--- config.mk ---
export PLATFORM = sky130hd
export DESIGN_NAME = codec_pwr_ctrl
export DESIGN_NICKNAME = d
export VERILOG_FILES = /design/src/rtl/codec_pwr_pkg.sv /design/src/rtl/codec_pwr_ctl.sv /design/src/rtl/codec_pwr_dp.sv /design/src/rtl/codec_pwr_ctrl.sv
export SDC_FILE = /design/constraint.sdc
export NUM_CORES = 1
export LEC_CHECK = 0
export ABC_AREA = 0
export BUFFER_PORTS_ARGS = -buffer_cell sky130_fd_sc_hd__buf_2
export CAP_MARGIN = 20
export CORE_MARGIN = 2
export CORE_UTILIZATION = 49
export CTS_CLUSTER_SIZE = 25
export DETAILED_ROUTE_END_ITERATION = 7
export PLACE_DENSITY = 0.85
export SLEW_MARGIN = 20
export SYNTH_ARGS = -nofsm -noshare
export SYNTH_HDL_FRONTEND = slang
export SYNTH_SLANG_ARGS = --single-unit
--- constraint.sdc ---
create_clock -name clk -period 1.6 [get_ports clk]
set_input_delay 0.08 -clock clk [delete_from_list [all_inputs] [get_ports clk]]
set_output_delay 0.08 -clock clk [all_outputs]
set_load 0.05 [all_outputs]
--- src/rtl/codec_pwr_pkg.sv ---
package codec_pwr_pkg;
  localparam int unsigned REG_W = 8;
  localparam logic [7:0] PWR_ADDR = 8'h02;
  localparam logic [REG_W-1:0] PWR_RESET = 8'hEF;
  localparam int unsigned ADC_BIT = 1;
  localparam int unsigned VREF_BIT = 3;

  typedef struct packed {
    logic regLoad;
    logic errSet;
    logic errClr;
    logic cntClr;
    logic cntInc;
  } pwrStrobe_t;
endpackage

--- src/rtl/codec_pwr_ctl.sv ---
module codec_pwr_ctl
  import codec_pwr_pkg::*;
(
  input  logic             wrEn,
  input  logic [7:0]       wrAddr,
  input  logic [REG_W-1:0] wrData,
  input  logic             statusRd,
  input  logic             fsTick,
  input  logic             regAdc,
  input  logic             cntDone,
  output pwrStrobe_t       strb
);
  localparam logic [REG_W-1:0] VREF_MASK = REG_W'(1) << VREF_BIT;

  logic hitReg;
  logic othersOn;

  assign hitReg   = wrEn && (wrAddr == PWR_ADDR);
  assign othersOn = |(wrData & ~VREF_MASK);

  always_comb begin
    strb.regLoad = hitReg;
    strb.errSet  = hitReg && !wrData[VREF_BIT] && othersOn;
    strb.errClr  = statusRd;
    strb.cntClr  = !regAdc;
    strb.cntInc  = regAdc && fsTick && !cntDone;
  end
endmodule

--- src/rtl/codec_pwr_dp.sv ---
module codec_pwr_dp
  import codec_pwr_pkg::*;
#(
  parameter int unsigned WARMUP_TICKS = 4128
) (
  input  logic             clk,
  input  logic             rstN,
  input  pwrStrobe_t       strb,
  input  logic [REG_W-1:0] wrData,
  input  logic             adcDataIn,
  output logic [REG_W-1:0] regQ,
  output logic             regAdc,
  output logic             cntDone,
  output logic             adcReady,
  output logic             adcDataOut,
  output logic [REG_W-1:0] blockEn,
  output logic             allOff,
  output logic             errQ
);
  localparam int unsigned CNT_W = $clog2(WARMUP_TICKS + 1);
  localparam logic [CNT_W-1:0] CNT_END = CNT_W'(WARMUP_TICKS);

  logic [CNT_W-1:0] cntQ;

  always_ff @(posedge clk or negedge rstN) begin
    if (!rstN)             regQ <= PWR_RESET;
    else if (strb.regLoad) regQ <= wrData;
  end

  always_ff @(posedge clk or negedge rstN) begin
    if (!rstN)            cntQ <= '0;
    else if (strb.cntClr) cntQ <= '0;
    else if (strb.cntInc) cntQ <= cntQ + 1'b1;
  end

  always_ff @(posedge clk or negedge rstN) begin
    if (!rstN)            errQ <= 1'b0;
    else if (strb.errSet) errQ <= 1'b1;
    else if (strb.errClr) errQ <= 1'b0;
  end

  assign regAdc     = regQ[ADC_BIT];
  assign cntDone    = (cntQ == CNT_END);
  assign adcReady   = regAdc & cntDone;
  assign adcDataOut = adcDataIn & adcReady;
  assign allOff     = ~|regQ;

  for (genvar g = 0; g < REG_W; g++) begin : g_en
    assign blockEn[g] = regQ[g] & rstN;
  end
endmodule

--- src/rtl/codec_pwr_ctrl.sv ---
module codec_pwr_ctrl
  import codec_pwr_pkg::*;
#(
  parameter int unsigned WARMUP_TICKS = 4128
) (
  input  logic       clk,
  input  logic       rstPinN,
  input  logic       wrEn,
  input  logic [7:0] wrAddr,
  input  logic [7:0] wrData,
  input  logic       statusRd,
  input  logic       fsTick,
  input  logic       adcDataIn,
  output logic [7:0] rdData,
  output logic [7:0] blockEn,
  output logic       adcDataOut,
  output logic       adcReady,
  output logic       allOff,
  output logic       clkStopOk,
  output logic       seqErr
);
  logic [1:0] syncQ;
  logic       rstSyncN;
  pwrStrobe_t strb;
  logic       regAdc;
  logic       cntDone;

  always_ff @(posedge clk or negedge rstPinN) begin
    if (!rstPinN) syncQ <= '0;
    else          syncQ <= {syncQ[0], 1'b1};
  end
  assign rstSyncN = syncQ[1];

  codec_pwr_ctl u_ctl (
    .wrEn     (wrEn),
    .wrAddr   (wrAddr),
    .wrData   (wrData),
    .statusRd (statusRd),
    .fsTick   (fsTick),
    .regAdc   (regAdc),
    .cntDone  (cntDone),
    .strb     (strb)
  );

  codec_pwr_dp #(.WARMUP_TICKS(WARMUP_TICKS)) u_dp (
    .clk        (clk),
    .rstN       (rstSyncN),
    .strb       (strb),
    .wrData     (wrData),
    .adcDataIn  (adcDataIn),
    .regQ       (rdData),
    .regAdc     (regAdc),
    .cntDone    (cntDone),
    .adcReady   (adcReady),
    .adcDataOut (adcDataOut),
    .blockEn    (blockEn),
    .allOff     (allOff),
    .errQ       (seqErr)
  );

  assign clkStopOk = allOff | ~rstSyncN;
endmodule

After elaboration in Yosys (flattened, before gate mapping). Cells that the tools add are included.

Register bits after elaboration: 24. Logic and storage cells: 35.

Add/sub/neg operators: 1. Equal/unequal tests: 3. Mux-type cells: 4. Bitwise logic cells: 12. Reductions and logical operators: 11.

Operators by type and width (count): two-way mux 13 bit (2); adder 13 x 1 -> 13 bit (second input constant) (1); equality test 13 bit (second input constant) (1); AND 1 bit (10); equality test 8 x 2 -> 1 bit (second input constant) (1); OR reduction 8 bit (1); OR reduction 7 bit (1); logical AND 1 bit (5); logical NOT 1 bit (3); two-way mux 1 bit (2); inequality test 2 bit (second input constant) (1); nonzero test 2 bit (1); inverter 1 bit (1); OR 1 bit (1).

Longest topological paths before layout.
Depth in word-level cells: 5. Gate-level depth with buffers: 6. Mapped depth without buffers: 6.

Cells and area by module. Synthesis repeated with hierarchy kept, for this count alone.

Cells, all modules: 124. Area total of the unflattened synthesis: 1282.5 um^2.

By module, submodules not included: codec_pwr_dp (instances 1, cells an instance 107, area an instance 1134.8 um^2, seq. area each 559.3 um^2); codec_pwr_ctl (instances 1, cells an instance 13, area an instance 87.6 um^2, seq. area each 0.0 um^2); codec_pwr_ctrl (instances 1, cells an instance 4, area an instance 60.1 um^2, seq. area each 50.0 um^2).

Worst setup path after synthesis. No wires, ideal clock.

Path kind: register -> output. Start: reg u_dp.cntQ[0]. End: out adcDataOut. Arrival time: 2.161 ns. Slack: -0.641 ns. Cell stages (with the launch flop): 7. Cell sequence: dfrtp_1 inv_1 ha_1 nor4b_1 nand3_1 nor2_1 and2_1.

Cells in the longest elaborated chain, start to end: 3.

RTL lines: start: declaration (RTL line codec_pwr_dp.sv:23) `logic [CNT_W-1:0] cntQ;`; start signal: assignment (RTL line codec_pwr_dp.sv:33) `else if (strb.cntInc) cntQ <= cntQ + 1'b1;`; equality test 13 bit (RTL line codec_pwr_dp.sv:43) `assign cntDone = (cntQ == CNT_END);`; AND 1 bit (RTL line codec_pwr_dp.sv:44) `assign adcReady = regAdc & cntDone;`; net adcReady (RTL line codec_pwr_ctrl.sv:17) `output logic adcReady,`; AND 1 bit (RTL line codec_pwr_dp.sv:45) `assign adcDataOut = adcDataIn & adcReady;`; end: declaration (RTL line codec_pwr_ctrl.sv:16) `output logic adcDataOut,`.

The timed path passes the listed nets, and every way through them passes these cells.

Final worst setup path.
Start: reg u_dp.cntQ[0]. End: out adcDataOut.

Cells in the longest elaborated chain, start to end: 3.

RTL lines (RTL line): equality test 13 bit (codec_pwr_dp.sv:43); AND 1 bit (codec_pwr_dp.sv:44); AND 1 bit (codec_pwr_dp.sv:45).

Every way passes these cells.

==> metrics.md <==
| Metric | Value |
|---|---|
| Outcome | complete, but fails checks |
| Failing checks | negative setup slack |
| Final Max Tran Viols | 0 |
| Vias per cell | between 5 and 6 |
| Synth-to-Final Area Change | 52.06% |
| Clk sink count | 24 |
| Hold Vio Cnt, Final | 0 |
| Area of the multi-input gates | roughly 720 um2 |
| Final worst-path cycle share | 113.2% |
| Switching Share | between 20% and 30% |
| RSZ-0062 raised after global routing | yes |
| Worst EP arrival | approximately 1.7 ns |
| Synth Warn # | 0 |
| Root buf cell | clkbuf_4 |
| Vias in the first global route | about 1200 |
| Clock Latency Late Sink | roughly 0.32 ns |
| Initial Utilization | 51.41% |
| Sequential Power Share | a little under half |
| Final worst path period need | between 1.5 and 2 ns |
| # Max-Cap Violations | 0 |
| Final Worst Setup Slack | -0.2113 ns |
| Nets | 215 |
| Clk slew on worst S/H paths | about 0.14 ns |
| Post-detail-place hpwl | between 2 and 2.5 mm |
| Flop2flop setup slack | around 0.07 ns |
| WP data required | 1.52 ns |
| CP max stage cell | dfrtp_1 |
| Comb pwr share | between 20% and 30% |
| Post-Synthesis Cells | between 100 and 150 |
| Global-route wire length before repair | around 5.7 mm |
| Share of layout cells above drive strength 1 | a little over half |
| TritonRoute pass-1 iters | 4 |
| Die Ht | around 55 um |
| GRT Total Usage | 27.42% |
| Syn Area/Cell | about 11 um2 |
| H-tree depth | 1 |
| Static leakage | 0.9443 nW |
| Setup TNS Final | -0.5421 ns |
| Met1 Use GR | between 30% and 40% |
| Worst setup SP type | flop |
| Crit path largest cell delay | 0.42 ns |
| Critical path fanouts, max | 2 |
| Clock Tree Buf Depth | 2 |
| CP endpoint kind | output pin |
| Worst min-delay path class | input pin to flop |
| Wire length per cell | 17.28 um |
| Die area | roughly 3000 um2 |
| Busiest grt layer | met2 |
| Pwr Total | between 0.001 and 0.0015 W |
| DRT antenna net count | 0 |
| Internal Power | roughly 0.0010 W |
| Routed via count | between 1000 and 1500 |
| CTS tree | yes |
| Crit path cell chain | inv_2 > ha_4 > nor4b_4 > nand3_2 > nor2_4 > and2_4 > buf_8 |
| WL final | 3.801 mm |
| Final instance area | 1937 um2 |
| CTS buffer count | 3 |
| Initial antenna violation count | 0 |
| Post-Synthesis Cell Area | 1274 um2 |
| Clock Skews | 0.006223 ns |
| Met3 Use GR | 7.527% |
| Mapped Nets | roughly 140 |
| Number of fill cells | roughly 140 |
| Post-synth EDFFs | 0 |
| GPL Wtd Cong | around 0.84 |
| Grt total ovfl | 0 |
| Placeable core area | between 2000 and 2500 um2 |
| Register area share after synthesis | a little under half |
| Crit Path Category | flop to output pin |
| Initial detailed-routing violation count | 32 |
| Asr flop ratio synth | between 90% and 100% |
| Maximum clock frequency | 0.5521 GHz |
| Post-Place Worst Slack | about 0.052 ns |
| Largest net degree at the start of global routing | 15 |
| Final setup viols | 4 |
| Main synth FF type | dfrtp_1 |
| # port buffers | between 40 and 50 |
| IO Pins | 43 |
| Net Switching | 0.0003850 W |
| DRC viols | 0 |
| Clk pwr share | 31.8% |
| Area of placed instances | ~1600 um2 |
| GR Util met2 | about half |
| Reg area | approximately 600 um2 |
| Placed instance count | slightly below 200 |
| Finished Layout Cells | 220 |
| Post-synth cell types | 32 |
| Row cnt | 18 |
| Power per cell area | between 700 and 800 nW/um2 |
| Synthesized flop and latch total | 24 |
| ANT cells | 0 |
| Die Wd | roughly 55 um |
| Max VDD drop | ~0.72 mV |
timing repair:
action,4_1_cts,5_1_grt
endpoints found under the hold margin,10,0
pin swaps,6,0
resized for setup,16,9
cloned,0,0
setup endpoints to repair,4,7
hold buffers,10,0
buffers inserted,5,3
per-stage QoR:
step / hold slack [ns] / utilization [%]
floorplan: -0.2156 / -
global placement: -0.1321 / 65.61
detailed placement: -0.1297 / 65.61
CTS: 0.006705 / 75.81
global route: 0.004659 / 78.18
finish: 0.01873 / 78.18
final timing paths:
| path | cells past startpoint | start | end |
|---|---|---|---|
| worst max-delay path | 7 | u_dp.cntQ[0]$_DFFE_PN0P_ | adcDataOut |
| worst min-delay path | 2 | wrData[3] | u_dp.regQ[3]$_DFFE_PN1P_ |
| worst max register to register | 6 | u_dp.cntQ[0]$_DFFE_PN0P_ | u_dp.cntQ[12]$_DFFE_PN0P_ |
| worst min register to register | 1 | syncQ[1]$_DFF_PN0_ | u_dp.regQ[4]$_DFFE_PN0P_ |
| max in group asynchronous | 2 | syncQ[1]$_DFF_PN0_ | u_dp.cntQ[8]$_DFFE_PN0P_ |
| min in group asynchronous | 2 | rstPinN | syncQ[0]$_DFF_PN0_ |
layout by cell type (no fill, tap or decap), drive strengths merged, types with 2 or more instances in the layout:
| master | count |
|---|---|
| and2 | 9 |
| and4 | 3 |
| buf | 61 |
| clkbuf | 4 |
| dfrtp | 17 |
| dfstp | 7 |
| dlygate4sd3 | 10 |
| ha | 2 |
| inv | 4 |
| mux2 | 8 |
| mux2i | 3 |
| nand2 | 9 |
| nand3 | 7 |
| nand4 | 5 |
| nor2 | 12 |
| nor4 | 3 |
| nor4b | 3 |
| or4 | 3 |
| xnor2 | 2 |
| xor2 | 7 |
layout make-up:
type	instances	share of cell area (%)
multi-input combinational	86	37.27
timing repair buffer	72	25.78
clock inverter	1	1.550
tap	30	1.938
clock buffer	3	1.163
inverter	4	0.7752
sequential	24	31.52
critical path, delay by kind of cell (launching register included):
| kind | cells | cell delay, ns |
|---|---|---|
| flip-flops | 1 | 0.42 |
| adder cells (fa/ha/maj) | 1 | 0.13 |
| AND/OR/NAND/NOR | 4 | 0.66 |
| buffers and inverters | 2 | 0.22 |
metal layers:
metal,wire length [um],vias to the layer above
met5,0,-
met4,96,0
met3,289,12
met2,1924,60
met1,1491,590
li1,-,557
power groups by stage:
stage,sequential (W),clock [W],combinational [W]
floorplan,0.000686,0,0.000128
global placement,0.000646,0,0.000238
detailed placement,0.000647,0,0.000243
CTS,0.000636,0.000453,0.000291
global route,0.000640,0.000475,0.000326
finish,0.000638,0.000441,0.000310
synth_stat cells, types with 3 or more instances:
master	instances	area [um2]
nand4_1	5	31.28
nor4b_1	3	26.28
mux2i_1	3	30.03
nor2_1	12	45.04
or4_1	3	22.52
and4_1	3	26.28
mux2_2	8	90.09
xor2_1	7	61.31
and2_1	9	56.30
dfstp_2	7	183.9
nand2_1	9	33.78
nand3_1	7	35.03
inv_1	4	15.01
dfrtp_1	17	425.4
cell families (layout without fill, tap and decap cells):
kind of cell	Yosys count	after routing	synth area share, %
AOI/OAI and AO/OA	3	3	1.473
xor gates and xnor gates	9	9	6.189
adders and majority gates	2	2	1.964
buffers and inverters	9	80	3.437
DFF	24	24	47.84
muxes	11	11	9.431
other	1	1	0.2944
and+or+nand+nor	60	60	29.37
flip-flops by register name (all words and copies together) (netlist names):
signal     cells
u_dp.cntQ     13
syncQ          2
u_dp.regQ      8
u_dp.errQ      1
Note: power is estimated with default switching activity, not from simulation.
